==> config.mk <==
export PLATFORM = sky130hd
export DESIGN_NAME = usb_out_pingpong
export DESIGN_NICKNAME = d
export VERILOG_FILES = /design/src/rtl/oep_pkg.sv /design/src/rtl/oep_rx.sv /design/src/rtl/oep_slot_mem.sv /design/src/rtl/oep_drain.sv /design/src/rtl/usb_out_pingpong.sv
export SDC_FILE = /design/constraint.sdc
export NUM_CORES = 2
export LEC_CHECK = 0
export BUFFER_PORTS_ARGS = -buffer_cell sky130_fd_sc_hd__buf_2
export CORE_MARGIN = 1
export CORE_UTILIZATION = 35
export CTS_BUF_LIST = sky130_fd_sc_hd__clkbuf_16
export DETAILED_ROUTE_END_ITERATION = 10
export GPL_TIMING_DRIVEN = 0
export HOLD_SLACK_MARGIN = 0.06
export PLACE_DENSITY = 0.45
export RECOVER_POWER = 100
export SLEW_MARGIN = 20
export SYNTH_ARGS = -nofsm -noshare
export SYNTH_HDL_FRONTEND = slang
export SYNTH_SLANG_ARGS = --single-unit
==> constraint.sdc <==
create_clock -name clk -period 3.7 [get_ports clk]
set_input_delay 0.74 -clock clk [delete_from_list [all_inputs] [get_ports clk]]
set_output_delay 0.74 -clock clk [all_outputs]
set_load 0.05 [all_outputs]
==> src/rtl/oep_pkg.sv <==
package oep_pkg;
  localparam int unsigned SLOT_COUNT = 2;

  typedef enum logic [1:0] {
    RX_IDLE = 2'd0,
    RX_TAKE = 2'd1,
    RX_DROP = 2'd2
  } rx_state_e;

  // A new packet may be taken only when some slot is completely empty.
  function automatic logic any_slot_open(input logic [SLOT_COUNT-1:0] full);
    return ~(&full);
  endfunction

  // Ping-pong successor of a slot index.
  function automatic logic next_slot(input logic cur);
    return ~cur;
  endfunction
endpackage

==> src/rtl/oep_rx.sv <==
module oep_rx
  import oep_pkg::*;
#(
  parameter int unsigned SLOT_BYTES = 128,
  localparam int unsigned CNT_W = $clog2(SLOT_BYTES + 1),
  localparam int unsigned PTR_W = $clog2(SLOT_BYTES)
) (
  input  logic             clk,
  input  logic             rst_n,
  input  logic             sie_sop,
  input  logic             sie_valid,
  input  logic             sie_eop,
  input  logic             slot_open,
  output logic             wr_en,
  output logic [PTR_W-1:0] wr_addr,
  output logic             commit,
  output logic [CNT_W-1:0] commit_len,
  output logic             commit_ovf,
  output logic             hs_valid,
  output logic             hs_nak
);
  rx_state_e        state;
  logic [CNT_W-1:0] cnt;
  logic             ovf;

  function automatic logic has_room(input logic [CNT_W-1:0] c);
    return c < CNT_W'(SLOT_BYTES);
  endfunction

  logic byte_in;
  logic end_in;
  assign byte_in    = sie_valid && !sie_sop && !sie_eop;
  assign end_in     = sie_eop && !sie_sop;
  assign wr_en      = byte_in && (state == RX_TAKE) && has_room(cnt);
  assign wr_addr    = cnt[PTR_W-1:0];
  assign commit     = end_in && (state == RX_TAKE);
  assign commit_len = cnt;
  assign commit_ovf = ovf;

  always_ff @(posedge clk) begin
    if (!rst_n) begin
      state    <= RX_IDLE;
      cnt      <= '0;
      ovf      <= 1'b0;
      hs_valid <= 1'b0;
      hs_nak   <= 1'b0;
    end else begin
      hs_valid <= end_in && (state != RX_IDLE);
      hs_nak   <= end_in && (state == RX_DROP);
      if (sie_sop) begin
        state <= slot_open ? RX_TAKE : RX_DROP;
        cnt   <= '0;
        ovf   <= 1'b0;
      end else if (sie_eop) begin
        state <= RX_IDLE;
      end else if (byte_in && state == RX_TAKE) begin
        if (has_room(cnt)) cnt <= cnt + 1'b1;
        else               ovf <= 1'b1;
      end
    end
  end

  // the byte count never passes one slot
  p_count_bound_r8: assert property (@(posedge clk) disable iff (!rst_n)
    cnt <= CNT_W'(SLOT_BYTES));
  // overflow is flagged only once the slot is full
  p_ovf_at_full_r8: assert property (@(posedge clk) disable iff (!rst_n)
    ovf |-> (cnt == CNT_W'(SLOT_BYTES)));
  // a NAK is always part of a handshake
  p_nak_in_hs_r4: assert property (@(posedge clk) disable iff (!rst_n)
    hs_nak |-> hs_valid);
endmodule

==> src/rtl/oep_slot_mem.sv <==
module oep_slot_mem
  import oep_pkg::*;
#(
  parameter int unsigned SLOT_BYTES = 128,
  localparam int unsigned PTR_W = $clog2(SLOT_BYTES)
) (
  input  logic             clk,
  input  logic             wr_en,
  input  logic             wr_slot,
  input  logic [PTR_W-1:0] wr_addr,
  input  logic [7:0]       wr_data,
  input  logic             rd_slot,
  input  logic [PTR_W-1:0] rd_addr,
  output logic [7:0]       rd_byte
);
  logic [7:0] rd_lane [SLOT_COUNT];

  for (genvar s = 0; s < SLOT_COUNT; s++) begin : g_slot
    logic [7:0] store [SLOT_BYTES];
    always_ff @(posedge clk) begin
      if (wr_en && (wr_slot == 1'(s))) store[wr_addr] <= wr_data;
    end
    assign rd_lane[s] = store[rd_addr];
  end

  assign rd_byte = rd_lane[rd_slot];
endmodule

==> src/rtl/oep_drain.sv <==
module oep_drain #(
  parameter int unsigned SLOT_BYTES = 128,
  localparam int unsigned CNT_W = $clog2(SLOT_BYTES + 1),
  localparam int unsigned PTR_W = $clog2(SLOT_BYTES)
) (
  input  logic             clk,
  input  logic             rst_n,
  input  logic             rd_en,
  input  logic             avail,
  input  logic [CNT_W-1:0] len,
  input  logic [7:0]       rd_byte,
  output logic [PTR_W-1:0] rd_addr,
  output logic             release_slot,
  output logic [31:0]      rd_data
);
  logic [CNT_W-1:0] ptr;
  logic             take;

  function automatic logic at_last(input logic [CNT_W-1:0] p, input logic [CNT_W-1:0] l);
    return (p + 1'b1) == l;
  endfunction

  assign take         = rd_en && avail;
  assign release_slot = take && at_last(ptr, len);
  assign rd_addr      = ptr[PTR_W-1:0];

  always_ff @(posedge clk) begin
    if (!rst_n) begin
      ptr     <= '0;
      rd_data <= '0;
    end else if (take) begin
      rd_data <= {24'h0, rd_byte};
      ptr     <= release_slot ? '0 : ptr + 1'b1;
    end else if (rd_en) begin
      rd_data <= '0;
    end
  end

  // the read position stays inside the waiting packet
  p_ptr_in_range_r11: assert property (@(posedge clk) disable iff (!rst_n)
    avail |-> (ptr < len));
  // a read with nothing waiting returns zero and keeps the position
  p_idle_read_r9: assert property (@(posedge clk) disable iff (!rst_n)
    (rd_en && !avail) |=> ((rd_data == 32'h0) && $stable(ptr)));
endmodule

==> src/rtl/usb_out_pingpong.sv <==
module usb_out_pingpong
  import oep_pkg::*;
#(
  parameter int unsigned SLOT_BYTES = 128
) (
  input  logic        clk,
  input  logic        rst_n,
  input  logic        sie_sop,
  input  logic        sie_valid,
  input  logic [7:0]  sie_data,
  input  logic        sie_eop,
  output logic        hs_valid,
  output logic        hs_nak,
  output logic        will_nak,
  input  logic        rd_en,
  output logic [31:0] rd_data,
  output logic        pkt_avail,
  output logic        rd_ovf,
  input  logic        irq_clr,
  output logic        irq
);
  localparam int unsigned CNT_W = $clog2(SLOT_BYTES + 1);
  localparam int unsigned PTR_W = $clog2(SLOT_BYTES);

  logic [SLOT_COUNT-1:0] full;
  logic [SLOT_COUNT-1:0] ovf_q;
  logic [CNT_W-1:0]      len_q [SLOT_COUNT];
  logic                  wr_sel;
  logic                  rd_sel;

  logic             slot_open;
  logic             wr_en;
  logic [PTR_W-1:0] wr_addr;
  logic             commit;
  logic [CNT_W-1:0] commit_len;
  logic             commit_ovf;
  logic             commit_slot;
  logic [PTR_W-1:0] rd_addr;
  logic [7:0]       rd_byte;
  logic             release_slot;

  assign slot_open   = any_slot_open(full);
  assign will_nak    = ~slot_open;
  assign commit_slot = commit && (commit_len != '0);
  assign pkt_avail   = full[rd_sel];
  assign rd_ovf      = full[rd_sel] & ovf_q[rd_sel];

  oep_rx #(.SLOT_BYTES(SLOT_BYTES)) u_rx (
    .clk(clk), .rst_n(rst_n),
    .sie_sop(sie_sop), .sie_valid(sie_valid), .sie_eop(sie_eop),
    .slot_open(slot_open),
    .wr_en(wr_en), .wr_addr(wr_addr),
    .commit(commit), .commit_len(commit_len), .commit_ovf(commit_ovf),
    .hs_valid(hs_valid), .hs_nak(hs_nak)
  );

  oep_slot_mem #(.SLOT_BYTES(SLOT_BYTES)) u_mem (
    .clk(clk),
    .wr_en(wr_en), .wr_slot(wr_sel), .wr_addr(wr_addr), .wr_data(sie_data),
    .rd_slot(rd_sel), .rd_addr(rd_addr), .rd_byte(rd_byte)
  );

  oep_drain #(.SLOT_BYTES(SLOT_BYTES)) u_drain (
    .clk(clk), .rst_n(rst_n),
    .rd_en(rd_en), .avail(pkt_avail), .len(len_q[rd_sel]),
    .rd_byte(rd_byte), .rd_addr(rd_addr),
    .release_slot(release_slot), .rd_data(rd_data)
  );

  always_ff @(posedge clk) begin
    if (!rst_n) begin
      full   <= '0;
      ovf_q  <= '0;
      wr_sel <= 1'b0;
      rd_sel <= 1'b0;
      irq    <= 1'b0;
      for (int s = 0; s < SLOT_COUNT; s++) len_q[s] <= '0;
    end else begin
      if (commit_slot) begin
        full[wr_sel]  <= 1'b1;
        ovf_q[wr_sel] <= commit_ovf;
        len_q[wr_sel] <= commit_len;
        wr_sel        <= next_slot(wr_sel);
      end
      if (release_slot) begin
        full[rd_sel] <= 1'b0;
        rd_sel       <= next_slot(rd_sel);
      end
      if (commit)       irq <= 1'b1;
      else if (irq_clr) irq <= 1'b0;
    end
  end

  // a completed packet only lands in an empty slot
  p_commit_free_r5: assert property (@(posedge clk) disable iff (!rst_n)
    commit_slot |-> !full[wr_sel]);
  // no byte is stored into an occupied slot
  p_write_free_r6: assert property (@(posedge clk) disable iff (!rst_n)
    wr_en |-> !full[wr_sel]);
  // an accepted end of packet raises the interrupt
  p_irq_on_end_r3: assert property (@(posedge clk) disable iff (!rst_n)
    commit |=> irq);
  // the interrupt holds until cleared
  p_irq_sticky_r3: assert property (@(posedge clk) disable iff (!rst_n)
    (irq && !irq_clr) |=> irq);
  // a lone waiting packet is always the one at the read position
  p_order_r7: assert property (@(posedge clk) disable iff (!rst_n)
    ($countones(full) == 1) |-> full[rd_sel]);
endmodule

==> metrics.txt <==
run status=complete, but fails checks; violations in the final reports=capacitance limit, slew limit, setup timing; slew at the pin closest to its max-slew limit=3.672 ns; CTS tree=yes; setup TNS after final layout=-4.547 ns; total setup violations reported at the end of the flow=124; count of max-cap constraint violations=8; detailed-route wire length per cell=46.26 um; part of the cycle the worst path needs=1.059; Min-Delay Endpoint=irq; global-route met2 utilization=0.4506; global-route wire length before repair=462800 um; initial core utilization=0.3518; core outline area=about 240000 um^2; worst min-delay path startpoint=irq_clr; die area=238300 um^2; vertical extent of the die=488.2 um; highest achievable clock rate=0.2552 GHz; GR Layer Usage met3=0.07967; layout filler cell count=21050; final wirelength=between 300000 and 400000 um; commonest cells in the synthesized netlist=2064 x sky130_fd_sc_hd__edfxtp_1, 457 x sky130_fd_sc_hd__mux4_2, 328 x sky130_fd_sc_hd__nor2_1, 235 x sky130_fd_sc_hd__nand2_1, 133 x sky130_fd_sc_hd__mux2i_1; Post-CTS Hold Fix Bufs=0; relative slew slack=-1.448; Layout Nets=4471; ratio of cells with drive above 1 in the final layout=0.2857; number of buffers inserted by port buffering=27; number of antenna violations at the first check in global routing=36; Synth Register Bits=2108; Post-Route Hold Slack=0.1510 ns; growth of design area from synthesis to finish=17.25%; number of pins exceeding their max-slew limit in the final report=507; Hold Fails Final Rpt=0; GR Overflow Total=0; final critical-path setup slack=-0.2188 ns; total routing resource utilization after global routing=0.3029; maximum number of pins on one net before global-route repair=109; Post-Synthesis Cells=4119; unrepaired setup endpoints after global routing=true; number of I/O pins=53; end of the worst register-to-register path=u_drain.rd_data[2]; post-route ant nets=0; data arrival at the endpoint of the critical path=about 4.7 ns; number of cell instances on the worst register-to-register path=9; global routing's busiest layer=met2; filler-free cell count of the finished design=7809; die width=between 400 and 500 um; final critical-path required period=3.919 ns; CP required=approximately 4.5 ns; router iterations before antenna repair=7; CTS H-tree lvls=4; HP Class=in -> reg; Yosys warnings=0; share of async-settable or async-resettable flops after synthesis=0; vias in the first global route=between 40000 and 50000; setup slack at placement=-2.345 ns; Power Dens Cells=~500 nW/um^2; Final HPWL DP=around 240000 um; later-pin clock latency in the skew report=about 0.9 ns; kind of critical path=reg -> reg; met1 global-route usage=0.4050; number of enable-type register cells in the synthesized netlist=between 2000 and 2500; top post-synthesis cells by area=sky130_fd_sc_hd__edfxtp_1 75%, sky130_fd_sc_hd__mux4_2 12%, sky130_fd_sc_hd__mux2i_1 1.6%; number of DRC violations after detailed-routing iteration 0=about 7800; Total Power=48.44 mW; area share of the largest cell type after synthesis=0.7492; sequential fraction of the synthesis area=0.7598; Unique masters post-synth=74; routability congestion estimate=0.9372; clock buffer depth=3; root buffer cell=sky130_fd_sc_hd__clkbuf_16; Leak Pwr=29.29 nW; number of buffers created by CTS=223; via count=47440; standard-cell row count=between 150 and 200; Clock Pin Slew Worst Setup and Hold Paths=approximately 0.06 ns; peak fanout along the critical path=10; dpl cells=7363; Cells on Worst Hold Path=3; nature of the critical path endpoint=flop; worst supply voltage drop on vdd=455.4 uV; Syn Area/Cell=approximately 20 um^2; post-synth design cell area=82730 um^2; most numerous cell in the Yosys netlist=sky130_fd_sc_hd__edfxtp_1; DRC errors left=0; clock net sink count=2108; Worst Skew=0.03859 ns; leading register cell type out of synthesis=sky130_fd_sc_hd__edfxtp_1; reg-to-reg setup timing slack=-0.22 ns; crit start category=flop; via/cell ratio=between 6 and 7; top cell type by total area after synthesis=sky130_fd_sc_hd__edfxtp_1
[layer usage]
layer	share of wire	wire [um]	vias up
met2	0.44	159500	3113
met1	0.39	142200	25970
met4	0.062	22300	8
met5	0.0013	462	-
li1	-	-	17650
met3	0.10	36880	704
[metrics by stage]
stage | cell area, um^2 | utilization
floorplan | 82820 | -
global placement | 86890 | 0.3695
detailed placement | 88160 | 0.3748
CTS | 97020 | 0.4125
global route | 96970 | 0.4123
finish | 97000 | 0.4124
[where the power goes]
part / switching, mW / internal (mW) / total [mW]
sequential: 0.00314 / 26.2 / 26.2
combinational: 0.522 / 0.0797 / 0.602
clock: 9.87 / 11.8 / 21.6
[area by class of cell]
| cell class | instances | area (um^2) | area share |
|---|---|---|---|
| diodes | 18 | 45.04 | 0.0004644 |
| multi-input cells | 1756 | 19400 | 0.2000 |
| inverters | 12 | 56.30 | 0.0005805 |
| plain buffers | 262 | 2668 | 0.02750 |
| clock buffers | 223 | 5580 | 0.05753 |
| flip-flops and latches | 2108 | 62870 | 0.6481 |
| clock inverters | 190 | 1301 | 0.01341 |
| well taps | 3150 | 3941 | 0.04063 |
| repair buffers | 90 | 1142 | 0.01178 |
[worst max-delay path, stage by stage (launching register included)]
cell,delay (ns)
sky130_fd_sc_hd__dfxtp_1,0.48
sky130_fd_sc_hd__inv_1,0.77
sky130_fd_sc_hd__nand2_2,0.49
sky130_fd_sc_hd__buf_4,0.41
sky130_fd_sc_hd__a2111oi_2,0.34
sky130_fd_sc_hd__buf_4,0.24
sky130_fd_sc_hd__a41oi_1,0.07
sky130_fd_sc_hd__nand4_1,0.40
sky130_fd_sc_hd__nand3_2,0.22
sky130_fd_sc_hd__a32o_1,0.30
[kinds of logic (layout without fill, tap and decap cells)]
logic type | count (synthesis) | after routing | share of synthesized area
AO/OA/AOI/OAI | 316 | 316 | 0.02766
XOR/XNOR | 21 | 21 | 0.002223
adder cells (fa/ha/maj) | 3 | 3 | 0.0004538
buffers and inverters | 278 | 777 | 0.02170
flip-flops | 2108 | 2108 | 0.7598
multiplexers | 621 | 621 | 0.1478
other | 1 | 42 | 0.00004533
AND/OR/NAND/NOR | 771 | 771 | 0.04030
[registers in the layout, indices dropped and copies added, names as in the netlist, named ones only]
| register | cells |
|---|---|
| full | 2 |
| irq | 1 |
| len_q | 16 |
| ovf_q | 2 |
| rd_sel | 1 |
| u_drain.ptr | 8 |
| u_drain.rd_data | 8 |
| u_mem.g_slot.store | 2048 |
| u_rx.commit_len | 8 |
| u_rx.commit_ovf | 1 |
| u_rx.hs_nak | 1 |
| u_rx.hs_valid | 1 |
| u_rx.state | 2 |
| wr_sel | 1 |
[repair_timing]
| action | 4_1_cts | 5_1_grt |
|---|---|---|
| gates cloned | 0 | 0 |
| gates resized for setup | 539 | 50 |
| setup buffers | 7 | 11 |
| pin swaps | 7 | 6 |
| endpoints found under the hold margin | 0 | 0 |
| endpoints found under the setup margin | 1720 | 623 |
[cells in the final DEF, fill, tap and decap left out, types with 41 or more instances in the layout]
| cell type | count |
|---|---|
| sky130_fd_sc_hd__nor2_1 | 154 |
| sky130_fd_sc_hd__nor2_4 | 63 |
| sky130_fd_sc_hd__a21oi_1 | 47 |
| sky130_fd_sc_hd__o22ai_1 | 46 |
| sky130_fd_sc_hd__inv_1 | 71 |
| sky130_fd_sc_hd__clkinv_2 | 41 |
| sky130_fd_sc_hd__nand2_1 | 215 |
| sky130_fd_sc_hd__mux2i_1 | 127 |
| sky130_fd_sc_hd__dfxtp_1 | 42 |
| sky130_fd_sc_hd__edfxtp_1 | 2064 |
| sky130_fd_sc_hd__nor2_2 | 111 |
| sky130_fd_sc_hd__clkbuf_1 | 52 |
| sky130_fd_sc_hd__buf_12 | 45 |
| sky130_fd_sc_hd__clkinv_1 | 58 |
| sky130_fd_sc_hd__mux4_2 | 457 |
| sky130_fd_sc_hd__clkbuf_16 | 223 |
| sky130_fd_sc_hd__buf_4 | 67 |
[how the worst max path moves through the flow]
stage                                        end  slack, ns  depth (start not counted)
floorplan           u_mem.g_slot[1].store[19][0]       0.71                          8
global placement              u_drain.rd_data[2]      -3.42                         10
detailed placement            u_drain.rd_data[3]      -2.34                         10
CTS                           u_drain.rd_data[3]      -0.20                         10
global route        u_mem.g_slot[0].store[41][4]      -0.06                          5
finish                        u_drain.rd_data[2]      -0.22                          9
Power figures use the tool's default switching activity.
